**config.mk**
```make
export PLATFORM = sky130hd
export DESIGN_NAME = flash_erase_mgr
export DESIGN_NICKNAME = d
export VERILOG_FILES = /design/src/rtl/flash_erase_pkg.sv /design/src/rtl/fe_datapath.sv /design/src/rtl/fe_control.sv /design/src/rtl/flash_erase_mgr.sv
export SDC_FILE = /design/constraint.sdc
export NUM_CORES = 1
export LEC_CHECK = 0
export BUFFER_PORTS_ARGS = -buffer_cell sky130_fd_sc_hd__buf_2
export CORE_ASPECT_RATIO = 1.4
export CORE_MARGIN = 2
export CORE_UTILIZATION = 43
export DETAILED_ROUTE_END_ITERATION = 10
export GPL_TIMING_DRIVEN = 0
export PLACE_DENSITY = 0.77
export SYNTH_ARGS = -nofsm -noshare
export SYNTH_HDL_FRONTEND = slang
export SYNTH_SLANG_ARGS = --single-unit
```
**constraint.sdc**
```tcl
create_clock -name clk -period 2.5 [get_ports clk]
set_input_delay 0 -clock clk [delete_from_list [all_inputs] [get_ports clk]]
set_output_delay 0 -clock clk [all_outputs]
set_load 0.1 [all_outputs]
```
**src/rtl/flash_erase_pkg.sv**
```systemverilog
package flash_erase_pkg;

  typedef enum logic [1:0] {
    OP_NONE  = 2'b00,
    OP_PAGE  = 2'b01,
    OP_MASS  = 2'b10,
    OP_BLANK = 2'b11
  } eraseOp_e;

  typedef enum logic [1:0] {
    ST_IDLE  = 2'd0,
    ST_ERASE = 2'd1,
    ST_SCAN  = 2'd2
  } ctlState_e;

  // strobes from control to datapath
  typedef struct packed {
    logic loadErase;
    logic massSel;
    logic stepCnt;
    logic startScan;
    logic stepAddr;
    logic clearProt;
    logic markDenied;
    logic markPass;
    logic markFail;
    logic markDone;
  } ctlStrobe_t;

  // conditions reported from datapath to control
  typedef struct packed {
    logic cntZero;
    logic addrLast;
    logic wordBlank;
    logic pageProt;
    logic pageBad;
    logic anyProt;
    logic massLatched;
  } dpStatus_t;

endpackage

```
**src/rtl/fe_datapath.sv**
```systemverilog
module fe_datapath
  import flash_erase_pkg::*;
#(
  parameter int NUM_PAGES      = 64,
  parameter int WORDS_PER_PAGE = 256,
  parameter int WORD_W         = 64,
  parameter int ERASE_CYCLES   = 48000,
  localparam int PAGE_W        = (NUM_PAGES > 1) ? $clog2(NUM_PAGES) : 1,
  localparam int TOTAL_WORDS   = NUM_PAGES * WORDS_PER_PAGE,
  localparam int ADDR_W        = (TOTAL_WORDS > 1) ? $clog2(TOTAL_WORDS) : 1,
  localparam int CNT_W         = (ERASE_CYCLES > 1) ? $clog2(ERASE_CYCLES) : 1
) (
  input  logic                 clk,
  input  logic                 rstN,
  input  ctlStrobe_t           strobe,
  input  logic [PAGE_W-1:0]    cmdPage,
  input  logic                 protSetEn,
  input  logic [NUM_PAGES-1:0] protSetMask,
  input  logic                 denyClr,
  input  logic [WORD_W-1:0]    rdData,
  output dpStatus_t            status,
  output logic [PAGE_W-1:0]    pageLatch,
  output logic [ADDR_W-1:0]    scanAddr,
  output logic                 doneFlag,
  output logic                 deniedFlag,
  output logic                 passFlag,
  output logic [NUM_PAGES-1:0] protBits
);

  localparam logic [CNT_W-1:0]  CNT_LOAD  = CNT_W'(ERASE_CYCLES - 1);
  localparam logic [ADDR_W-1:0] ADDR_LAST = ADDR_W'(TOTAL_WORDS - 1);

  logic [CNT_W-1:0]     cnt;
  logic                 massLatch;
  logic [NUM_PAGES-1:0] pageSel;

  // one-hot decode of the requested page; out-of-range indices select nothing
  always_comb begin
    for (int i = 0; i < NUM_PAGES; i++) begin
      pageSel[i] = (cmdPage == PAGE_W'(i));
    end
  end

  always_comb begin
    status             = '0;
    status.cntZero     = (cnt == '0);
    status.addrLast    = (scanAddr == ADDR_LAST);
    status.wordBlank   = &rdData;
    status.pageBad     = ({1'b0, cmdPage} >= (PAGE_W + 1)'(NUM_PAGES));
    status.pageProt    = |(pageSel & protBits);
    status.anyProt     = |protBits;
    status.massLatched = massLatch;
  end

  // erase timer and target latch
  always_ff @(posedge clk) begin
    if (!rstN) begin
      cnt       <= '0;
      pageLatch <= '0;
      massLatch <= 1'b0;
    end else if (strobe.loadErase) begin
      cnt       <= CNT_LOAD;
      pageLatch <= strobe.massSel ? '0 : cmdPage;
      massLatch <= strobe.massSel;
    end else if (strobe.stepCnt) begin
      cnt <= cnt - 1'b1;
    end
  end

  // blank-check scan address and result
  always_ff @(posedge clk) begin
    if (!rstN) begin
      scanAddr <= '0;
      passFlag <= 1'b0;
    end else begin
      if (strobe.startScan) begin
        scanAddr <= '0;
        passFlag <= 1'b0;
      end else if (strobe.stepAddr) begin
        scanAddr <= scanAddr + 1'b1;
      end
      if (strobe.markPass) passFlag <= 1'b1;
      else if (strobe.markFail) passFlag <= 1'b0;
    end
  end

  // completion pulse, sticky refusal, protection register
  always_ff @(posedge clk) begin
    if (!rstN) begin
      doneFlag   <= 1'b0;
      deniedFlag <= 1'b0;
      protBits   <= '0;
    end else begin
      doneFlag <= strobe.markDone;
      if (strobe.markDenied) deniedFlag <= 1'b1;
      else if (denyClr) deniedFlag <= 1'b0;
      if (strobe.clearProt) protBits <= '0;
      else if (protSetEn) protBits <= protBits | protSetMask;
    end
  end

  p_clear_all_r6: assert property (@(posedge clk) disable iff (!rstN)
    strobe.clearProt |=> (protBits == '0));

  p_denied_sticky_r10: assert property (@(posedge clk) disable iff (!rstN)
    (deniedFlag && !denyClr) |=> deniedFlag);

  p_cnt_range_r3: assert property (@(posedge clk) disable iff (!rstN)
    cnt <= CNT_LOAD);

  p_scan_addr_range_r7: assert property (@(posedge clk) disable iff (!rstN)
    scanAddr <= ADDR_LAST);

endmodule

```
**src/rtl/fe_control.sv**
```systemverilog
module fe_control
  import flash_erase_pkg::*;
(
  input  logic       clk,
  input  logic       rstN,
  input  logic       cmdValid,
  input  logic [1:0] cmdOp,
  input  dpStatus_t  status,
  output ctlStrobe_t strobe,
  output logic       busy,
  output logic       eraseActive,
  output logic       scanActive
);

  ctlState_e state;
  ctlState_e stateNext;
  eraseOp_e  opIn;

  assign opIn = eraseOp_e'(cmdOp);

  always_comb begin
    strobe    = '0;
    stateNext = state;
    unique case (state)
      ST_IDLE: begin
        if (cmdValid) begin
          unique case (opIn)
            OP_PAGE: begin
              if (status.pageBad || status.pageProt) begin
                strobe.markDenied = 1'b1;
                strobe.markDone   = 1'b1;
              end else begin
                strobe.loadErase = 1'b1;
                strobe.massSel   = 1'b0;
                stateNext        = ST_ERASE;
              end
            end
            OP_MASS: begin
              if (status.anyProt) begin
                strobe.markDenied = 1'b1;
                strobe.markDone   = 1'b1;
              end else begin
                strobe.loadErase = 1'b1;
                strobe.massSel   = 1'b1;
                stateNext        = ST_ERASE;
              end
            end
            OP_BLANK: begin
              strobe.startScan = 1'b1;
              stateNext        = ST_SCAN;
            end
            default: ;
          endcase
        end
      end
      ST_ERASE: begin
        if (status.cntZero) begin
          strobe.markDone  = 1'b1;
          strobe.clearProt = status.massLatched;
          stateNext        = ST_IDLE;
        end else begin
          strobe.stepCnt = 1'b1;
        end
      end
      ST_SCAN: begin
        if (!status.wordBlank) begin
          strobe.markFail = 1'b1;
          strobe.markDone = 1'b1;
          stateNext       = ST_IDLE;
        end else if (status.addrLast) begin
          strobe.markPass  = 1'b1;
          strobe.clearProt = 1'b1;
          strobe.markDone  = 1'b1;
          stateNext        = ST_IDLE;
        end else begin
          strobe.stepAddr = 1'b1;
        end
      end
      default: stateNext = ST_IDLE;
    endcase
  end

  always_ff @(posedge clk) begin
    if (!rstN) state <= ST_IDLE;
    else       state <= stateNext;
  end

  assign busy        = (state != ST_IDLE);
  assign eraseActive = (state == ST_ERASE);
  assign scanActive  = (state == ST_SCAN);

  p_deny_idle_r4: assert property (@(posedge clk) disable iff (!rstN)
    (state == ST_IDLE && cmdValid && cmdOp == 2'b01 && (status.pageBad || status.pageProt))
      |=> (state == ST_IDLE));

  p_hold_erase_r2: assert property (@(posedge clk) disable iff (!rstN)
    (state == ST_ERASE && !status.cntZero) |=> (state == ST_ERASE));

  p_scan_stop_r8: assert property (@(posedge clk) disable iff (!rstN)
    (state == ST_SCAN && !status.wordBlank) |=> (state == ST_IDLE));

  p_ignore_busy_r9: assert property (@(posedge clk) disable iff (!rstN)
    (state != ST_IDLE && cmdValid) |-> !(strobe.loadErase || strobe.startScan || strobe.markDenied));

  p_noop_idle_r11: assert property (@(posedge clk) disable iff (!rstN)
    (state == ST_IDLE && cmdValid && cmdOp == 2'b00) |=> (state == ST_IDLE));

endmodule

```
**src/rtl/flash_erase_mgr.sv**
```systemverilog
module flash_erase_mgr
  import flash_erase_pkg::*;
#(
  parameter int NUM_PAGES      = 64,
  parameter int WORDS_PER_PAGE = 256,
  parameter int WORD_W         = 64,
  parameter int ERASE_CYCLES   = 48000,
  localparam int PAGE_W        = (NUM_PAGES > 1) ? $clog2(NUM_PAGES) : 1,
  localparam int TOTAL_WORDS   = NUM_PAGES * WORDS_PER_PAGE,
  localparam int ADDR_W        = (TOTAL_WORDS > 1) ? $clog2(TOTAL_WORDS) : 1
) (
  input  logic                 clk,
  input  logic                 rstN,
  input  logic                 cmdValid,
  input  logic [1:0]           cmdOp,
  input  logic [PAGE_W-1:0]    cmdPage,
  input  logic                 protSetEn,
  input  logic [NUM_PAGES-1:0] protSetMask,
  input  logic                 denyClr,
  input  logic [WORD_W-1:0]    rdData,
  output logic                 busy,
  output logic                 eraseReq,
  output logic                 eraseAll,
  output logic [PAGE_W-1:0]    erasePage,
  output logic                 rdEn,
  output logic [ADDR_W-1:0]    rdAddr,
  output logic                 cmdDone,
  output logic                 cmdDenied,
  output logic                 blankPass,
  output logic [NUM_PAGES-1:0] protBits
);

  ctlStrobe_t strobe;
  dpStatus_t  status;
  logic       eraseActive;
  logic       scanActive;

  fe_control uCtl (
    .clk         (clk),
    .rstN        (rstN),
    .cmdValid    (cmdValid),
    .cmdOp       (cmdOp),
    .status      (status),
    .strobe      (strobe),
    .busy        (busy),
    .eraseActive (eraseActive),
    .scanActive  (scanActive)
  );

  fe_datapath #(
    .NUM_PAGES      (NUM_PAGES),
    .WORDS_PER_PAGE (WORDS_PER_PAGE),
    .WORD_W         (WORD_W),
    .ERASE_CYCLES   (ERASE_CYCLES)
  ) uDp (
    .clk         (clk),
    .rstN        (rstN),
    .strobe      (strobe),
    .cmdPage     (cmdPage),
    .protSetEn   (protSetEn),
    .protSetMask (protSetMask),
    .denyClr     (denyClr),
    .rdData      (rdData),
    .status      (status),
    .pageLatch   (erasePage),
    .scanAddr    (rdAddr),
    .doneFlag    (cmdDone),
    .deniedFlag  (cmdDenied),
    .passFlag    (blankPass),
    .protBits    (protBits)
  );

  assign eraseReq = eraseActive;
  assign eraseAll = eraseActive && status.massLatched;
  assign rdEn     = scanActive;

  p_mass_clean_r5: assert property (@(posedge clk) disable iff (!rstN)
    $rose(eraseAll) |-> ($past(protBits) == '0));

  p_req_exclusive_r2: assert property (@(posedge clk) disable iff (!rstN)
    !(eraseReq && rdEn));

endmodule

```
; ---- Word-level counts from Yosys, hierarchy flattened
; Cells that the tools add are included.
[word_totals]
register_bits = 106
out_inout_bits = 91
elab_cells = 148
[classes]
mux = 43
addsub = 2
reduce_logical = 15
eq_ne = 75
n_bitwise = 3
[ops]
columns = operator, n
row1 = $eq 6x6->1 const B, 32
row2 = $reduce_or 64->1, 2
row3 = $eq 6x5->1 const B, 16
row4 = $and 64x64->64, 1
row5 = $or 64x64->64, 1
row6 = $reduce_and 64->1, 1
row7 = $eq 6x4->1 const B, 8
row8 = $mux 16, 2
row9 = $eq 6x3->1 const B, 4
row10 = $mux 2, 12
row11 = $mux 1, 22
row12 = $logic_not 16->1, 1
row13 = $sub 16x1->16 const B, 1
row14 = $add 14x1->14 const B, 1
row15 = $eq 14x14->1 const B, 1
row16 = $eq 6x2->1 const B, 2
row17 = $pmux 2 s3, 2
row18 = $ne 3x3->1 const B, 3
row19 = $eq 2x2->1 const B, 3
row20 = $eq 6x1->1 const B, 1
row21 = $logic_not 6->1, 1
row22 = $mux 6, 1
row23 = $reduce_and 6->1, 1
row24 = $reduce_bool 2->1, 3
row25 = 11 further kinds, 16

; ---- Longest topological paths before layout
; Gate-level depths: netlist of run 1.
[logic_depth]
ltp_word = 8
depth_mapped = 12
depth_no_buf = 8

; ---- By module
; Synthesis of run 1 repeated with hierarchy kept, for this count alone.
[unflattened]
cells_unflattened = 580
hier_area_um2 = 4897.2
[modules_own_cells]
columns = mod, cells_per_inst, area_per_inst_um2, n_inst
row1 = fe_datapath, 534, 4529.3, 1
row2 = fe_control, 45, 361.6, 1
row3 = flash_erase_mgr, 1, 6.3, 1

; ---- Worst setup path after synthesis of run 1
; OpenSTA, ideal clock, no wires.
[synth_timing]
path_kind = flip-flop to flip-flop
start = reg uDp.protBits[18]
end = reg uDp.cnt[12]
n_path_buf = 2
required_time_ns = 2.381
arrival_ns = 2.643
stages_incl_launch_ff = 10
setup_slack_ns = -0.262
setup_time_ns = 0.119
cell_sequence = dfxtp_1 > mux2i_1 > o32a_1 > a211o_1 > a32oi_1 > a221o_1 > buf_2 > a21o_2 > buf_6 > a21boi_1
[synth_via]
elab_chain_cells = 7
word_cells_on_any_way = 10
cone_classes = 6 x mux / 1 x bitwise / 3 x reduce/logical
[synth_rtl]
columns = item, line_no
row1 = start: declaration, fe_datapath.sv:27  ; output logic [NUM_PAGES-1:0] protBits
row2 = start signal: assignment, fe_datapath.sv:98  ; else if (protSetEn) protBits <= protBits | protSetMask;
row3 = $and 64x64->64, fe_datapath.sv:50  ; status.pageProt = |(pageSel & protBits);
row4 = $reduce_or 64->1, fe_datapath.sv:50
row5 = $mux 2, fe_control.sv:29  ; if (status.pageBad || status.pageProt) begin
row6 = $pmux 2 s2 (*), fe_control.sv:27  ; unique case (opIn)
row7 = $mux 2 (*), fe_control.sv:26  ; if (cmdValid) begin
row8 = $mux 2 (*), fe_control.sv:24  ; unique case (state)
row9 = $mux 16 / $reduce_bool 2->1 (equally long branches), --
row10 = end signal: assignment, fe_datapath.sv:66  ; cnt <= cnt - 1'b1;
row11 = end: declaration, fe_datapath.sv:33  ; logic [CNT_W-1:0] cnt;
; Every way passes the cells marked *; elsewhere a longest branch is shown, timed or not.
; A chain may end at the register's enable or synchronous reset.

; ---- Worst setup path in the final report of run 1
[layout_timing]
start = reg uDp.cnt[6]
end = reg uDp.protBits[13]
[layout_via]
elab_chain_cells = 4
[layout_rtl]
columns = item, line_no
row1 = $logic_not 16->1, fe_datapath.sv:46  ; status.cntZero = (cnt == '0);
row2 = $mux 1, fe_control.sv:57  ; if (status.cntZero) begin
row3 = $pmux 1 s2, fe_control.sv:24
row4 = $reduce_or 2->1 (no line), --
; No other way between the ends.

==> metrics.txt, run 1 <==
Mapped Area 0.00520 mm²; CTS tree built; Cells on Worst Hold Path 3; RR Endpoint uDp.protBits[13]; proportion of layout cells with a drive suffix above 1 0.342; top-level I/O count 232; IO Port Bufs 227; period utilisation layout 0.960; max-cap violations 0; crit path from uDp.cnt[6]; DR pass1 iterations 5; diodes inserted 0; antenna viol nets, final 0; sequential area share after synthesis 0.408; initial antenna violation count 0; Clock transition at path regs 70 ps; Root Buffer clkbuf_16; met2 GRT Util 0.532; DRC viols 0; vias in the first global route 5827; critical path's top delay family simple AND/OR/NAND/NOR gates; Slew Limit Fails 0; CP max FO 10; Yosys top cell by area dfxtp_1; Synth Area in Adders 0.0240; multiplexer share of the synthesized area 0.0274; Compound-Gate Fraction of Synth Area 0.173; total CTS buffers 9; status completed; Worst path max stage delay 550 ps; count of final setup violators 0; RSZ-0062 raised after global routing yes; HPWL after detailed placement 13.5 mm; first-pass GRT wire length 28.4 mm; CP required 2740 ps; Synth cell types 69; Area growth syn-to-layout 45.3%; gr ovfl total 0; Async SR Flop Fraction 0; worst hold start cmdPage[5]; Crit Path Class reg -> reg; flops & latches, synth 106; synthesized instance count 615; Clock Skew 10.0 ps; Final Hold Fails 0; Via Count 5988; setup_tns 0 ps; DR vias/cell 5.59; Synth warnings 0; most frequent cell after synthesis dfxtp_1; flop2flop setup slack 100 ps; row cnt 47; Routed WL 18.8 mm; Top FF cell, synth dfxtp_1; cells on worst reg2reg path 7; Period minus WS final 2400 ps; Post-CTS Setup Inserts 0; Post-DP Area 0.00656 mm²; number of fill cells 1064; die width 97.0 µm; simple-gate share of the synthesized area 0.269; Sink Count 106; clock latency on the worst-skew pair 350 ps; Crit. End Element flop; P per Cell Area 698 mW/mm²; drt initial violations 198; Max Clock Freq 417 MHz; Data arrival, critical path 2640 ps; Post-Syn Area per Cell 8.46 µm²; Synth area leaders dfxtp_1, a21oi_1, nor2_1, nand4_1, xor2_1; GRT Total Usage 0.274; Static Leak 3.43 nW; VDD IR max 0.499 mV; core area 0.0118 mm²; CP Launch Type flop; Initial Utilization 0.440; routed len/inst 17.6 µm; worst-path cell chain or4_4 > or3_2 > nor3_2 > o21ai_2 > nand2_2 > clkbuf_4 > nor2_1; Nets 1070; largest family of logic cells by synthesized area simple AND/OR/NAND/NOR gates; synth cell count leaders dfxtp_1, nor2_1, a21oi_1; share of the synthesized area in the top cell type 0.408; Buf/Inv on CP 1; routability cong. 0.938; slew margin rel. 0.560; Chip Height 134 µm; Post-synth EDFFs 0; met3 usage 0.0657; layer with the highest usage met2; grt met1 use 0.270; Slowest cell on crit path or4_4; Worst Hold End uDp.pageLatch[5]; pin count of the biggest net entering global routing 20; Hold Path Class in -> reg; CTS Buffer Depth 2; Worst R2R Start uDp.cnt[6]; Die ar. 0.0130 mm²; worst-margin pin slew 654 ps; H-tree levels 3; fin area 0.00756 mm²; xor/xnor share of the synthesized area 0.0438; Synthesized Nets 766
-- kinds of logic after synthesis --
logic type	after synthesis
flops	106
mux	14
buf+inv	56
xor+xnor	26
simple gates	262
compound gates	141
fa+ha+maj	10
-- metal layers --
| metal | share of wire | routed length (µm) | vias up |
|---|---|---|---|
| li1 | - | - | 2859 |
| met1 | 0.35 | 6500 | 2759 |
| met2 | 0.53 | 10000 | 313 |
| met3 | 0.078 | 1460 | 57 |
| met4 | 0.044 | 827 | 0 |
| met5 | 0 | 0 | - |
-- registers in the layout, summed over array words and instances, names as in the netlist --
register	flops
uDp.protBits	64
uDp.cnt	16
uDp.scanAddr	14
uDp.pageLatch	6
uCtl.state	2
uDp.deniedFlag	1
uDp.doneFlag	1
uDp.massLatch	1
uDp.passFlag	1
-- final cells by class --
cell class / instances / area (µm²) / area share
Multi-Input combinational cell: 454 / 2840 / 0.376
Sequential cell: 106 / 2150 / 0.285
Timing Repair Buffer: 292 / 1790 / 0.236
Clock buffer: 10 / 239 / 0.0316
Buffer: 39 / 234 / 0.0310
Tap cell: 147 / 184 / 0.0243
Inverter: 17 / 63.8 / 0.00844
Clock inverter: 6 / 55.1 / 0.00728
-- report_power, final --
group	total, mW	switching (mW)	internal (mW)
registers	2.02	0.170	1.85
clock network	1.40	0.674	0.727
logic	1.85	1.24	0.618
-- tightest hold or removal path, stage by stage --
cell      delay, ps
buf_2           130
nand4_1          70
o221ai_1        100
-- cell usage in the layout (no fill, tap or decap), types with 4 or more instances in the layout --
cell	synthesis	layout
or3_1	4	4
nor2_1	87	87
xor2_1	17	17
nand4_1	36	36
nand3b_1	16	16
xnor2_1	9	9
nor2b_1	4	4
a21boi_1	15	15
nand2_1	31	30
dfxtp_2	0	24
inv_6	0	4
o21ai_0	8	7
nand3_1	14	14
buf_6	6	6
a21oi_1	74	74
clkbuf_4	0	5
dlygate4sd3_1	0	65
o221ai_1	6	6
nor4_1	23	21
clkbuf_16	0	9
mux2i_1	12	12
inv_1	17	17
clkbuf_1	14	14
ha_1	10	9
nor3_1	11	10
buf_2	15	237
and3_1	10	10
dfxtp_1	106	82
-- timing repair --
item,CTS,global route
hold buffers,65,0
endpoints found under the hold margin,65,0
gates resized for setup,2,13
endpoints found under the setup margin,61,80
gates cloned,0,1
pin swaps,0,2
-- through the flow --
stage / cells / utilization / setup WS, ps / hold WS (ps) / power (mW)
6_report: 1071 / 0.639 / 99.2 / 10.1 / 5.27
5_1_grt: 1071 / 0.639 / -1.21 / 25.7 / 5.50
4_1_cts: 1070 / 0.635 / 19.0 / 1.36 / 5.27
3_5_place_dp: 989 / 0.555 / -141 / 234 / 3.79
3_3_place_gp: 989 / 0.555 / -116 / 231 / 3.77
2_1_floorplan: 615 / - / 1.39 / 145 / 3.39
-- worst max path at each step --
stage | depth (start not counted) | slack [ps] | to
after CTS | 7 | 20 | uDp.protBits[18]
after global routing | 9 | -1 | uDp.scanAddr[10]
after detailed placement | 7 | -140 | uDp.protBits[18]
final | 7 | 100 | uDp.protBits[13]
after floorplan | 8 | 1 | uDp.cnt[12]
after global placement | 7 | -120 | uDp.protBits[32]
(Power assumes the default switching activity.)
==> inputs of run 2 (changes only) <==
- GPL_TIMING_DRIVEN: 0 -> not set
==> metrics.txt, run 2 (same netlist as run 1, synthesis figures left out) <==
status completed; Crit Path Class reg -> reg; largest reg by FF count uDp.protBits; total CTS buffers 9; Via Count 5822; worst-margin pin slew 1110 ps; DRC viols 0; core area 0.0118 mm²; VDD IR max 0.502 mV; PnR worst setup slack 126 ps; vias in the first global route 5821; die width 97.0 µm; Nets 1054; Clock transition at path regs 80 ps; proportion of layout cells with a drive suffix above 1 0.343; routed len/inst 16.8 µm; initial antenna violation count 0; Clock Skew 11.2 ps; HPWL after detailed placement 12.7 mm; Static Leak 3.41 nW; met3 usage 0.0683; row cnt 47; setup_tns 0 ps; antenna viol nets, final 0; max reg flops 64; routability cong. 0.934; Period minus WS final 2370 ps; grt met1 use 0.252; Crit. End Element flop; GRT Total Usage 0.264; diodes inserted 0; pin count of the biggest net entering global routing 65; DR pass1 iterations 5; layer with the highest usage met2; most frequent cells in the layout buf_2, nor2_1, dfxtp_1; count of final setup violators 0; commonest non-fill, non-tap cell in the layout buf_2; RSZ-0062 raised after global routing no; CTS tree built; Final Hold Fails 0; Post-CTS Setup Inserts 0; met2 GRT Util 0.508; Sink Count 106; Data arrival, critical path 2600 ps; number of fill cells 1029; clock latency on the worst-skew pair 350 ps; gr ovfl total 0; CP Launch Type flop; Initial Utilization 0.440; period utilisation layout 0.950; H-tree levels 3; first-pass GRT wire length 27.8 mm; Chip Height 134 µm; Slew Limit Fails 0; drt initial violations 224; slew margin rel. 0.258; DR vias/cell 5.52; Largest regs uDp.protBits x64, uDp.cnt x16, uDp.scanAddr x14; Hold Path Class in -> reg; CP required 2720 ps; max-cap violations 0; Routed WL 17.8 mm; Root Buffer clkbuf_16; CP max FO 11; top-level I/O count 232; Area growth syn-to-layout 44.1%; CTS Buffer Depth 2; P per Cell Area 712 mW/mm²; Place WS 56.5 ps; IO Port Bufs 231; Die ar. 0.0130 mm²; Max Clock Freq 421 MHz
-- run 2: cell count changes in the layout (fill, tap and decap cells not counted), moves of 2 or more --
| cell | change |
|---|---|
| clkbuf_1 | -14 |
| buf_6 | -6 |
| buf_4 | +15 |
| buf_2 | -6 |
| nor4_1 | +2 |
| clkbuf_4 | -5 |
| buf_12 | +2 |
-- run 2: final cells by class --
type / count / area, µm² / area share
timing repair buffer: 316 / 1980 / 0.264
sequential: 106 / 2150 / 0.287
tap: 147 / 184 / 0.0245
multi-input combinational: 453 / 2800 / 0.374
clock buffer: 9 / 225 / 0.0300
clock inverter: 7 / 92.6 / 0.0123
inverter: 17 / 63.8 / 0.00851
-- run 2: power by group --
part           switching (mW)  internal, mW
combinational            1.22         0.629
sequential              0.161          1.85
clock                   0.675         0.805
-- run 2: metal layers --
layer	share of wire	routed length, µm
met1	0.35	6170
met2	0.53	9410
met3	0.074	1320
met4	0.049	870
met5	0	0
-- run 2: critical path: stages (launching register included) --
cell	delay, ps
dfxtp_1	340
or4_4	530
or4_4	500
o21a_2	310
and3_4	220
nor2b_1	140
xnor2_1	130
a21boi_1	80
-- run 2: stage by stage --
step,utilization,power [mW],area [µm²],hold slack (ps),std cells
final,0.635,5.34,7500,12.5,1055
after global routing,0.635,5.60,7500,27.6,1055
after CTS,0.634,5.35,7500,2.62,1055
after detailed placement,0.553,3.80,6530,234,974
after global placement,0.553,3.77,6530,232,974
after floorplan,-,3.39,5240,145,615
-- run 2: worst paths after layout --
check	start	cells after the start	to	slack, ps
setup / recovery	uDp.cnt[8]	7	uDp.cnt[11]	130
setup reg to reg	uDp.cnt[8]	7	uDp.cnt[11]	130
hold reg to reg	uDp.massLatch	2	uDp.massLatch	500
hold / removal	cmdPage[5]	3	uDp.pageLatch[5]	10
-- run 2: repair_timing --
| action | 4_1_cts | 5_1_grt |
|---|---|---|
| endpoints found under the setup margin | 0 | 6 |
| resized for setup | 0 | 1 |
| hold buffers | 65 | 0 |
| hold endpoints to repair | 65 | 0 |
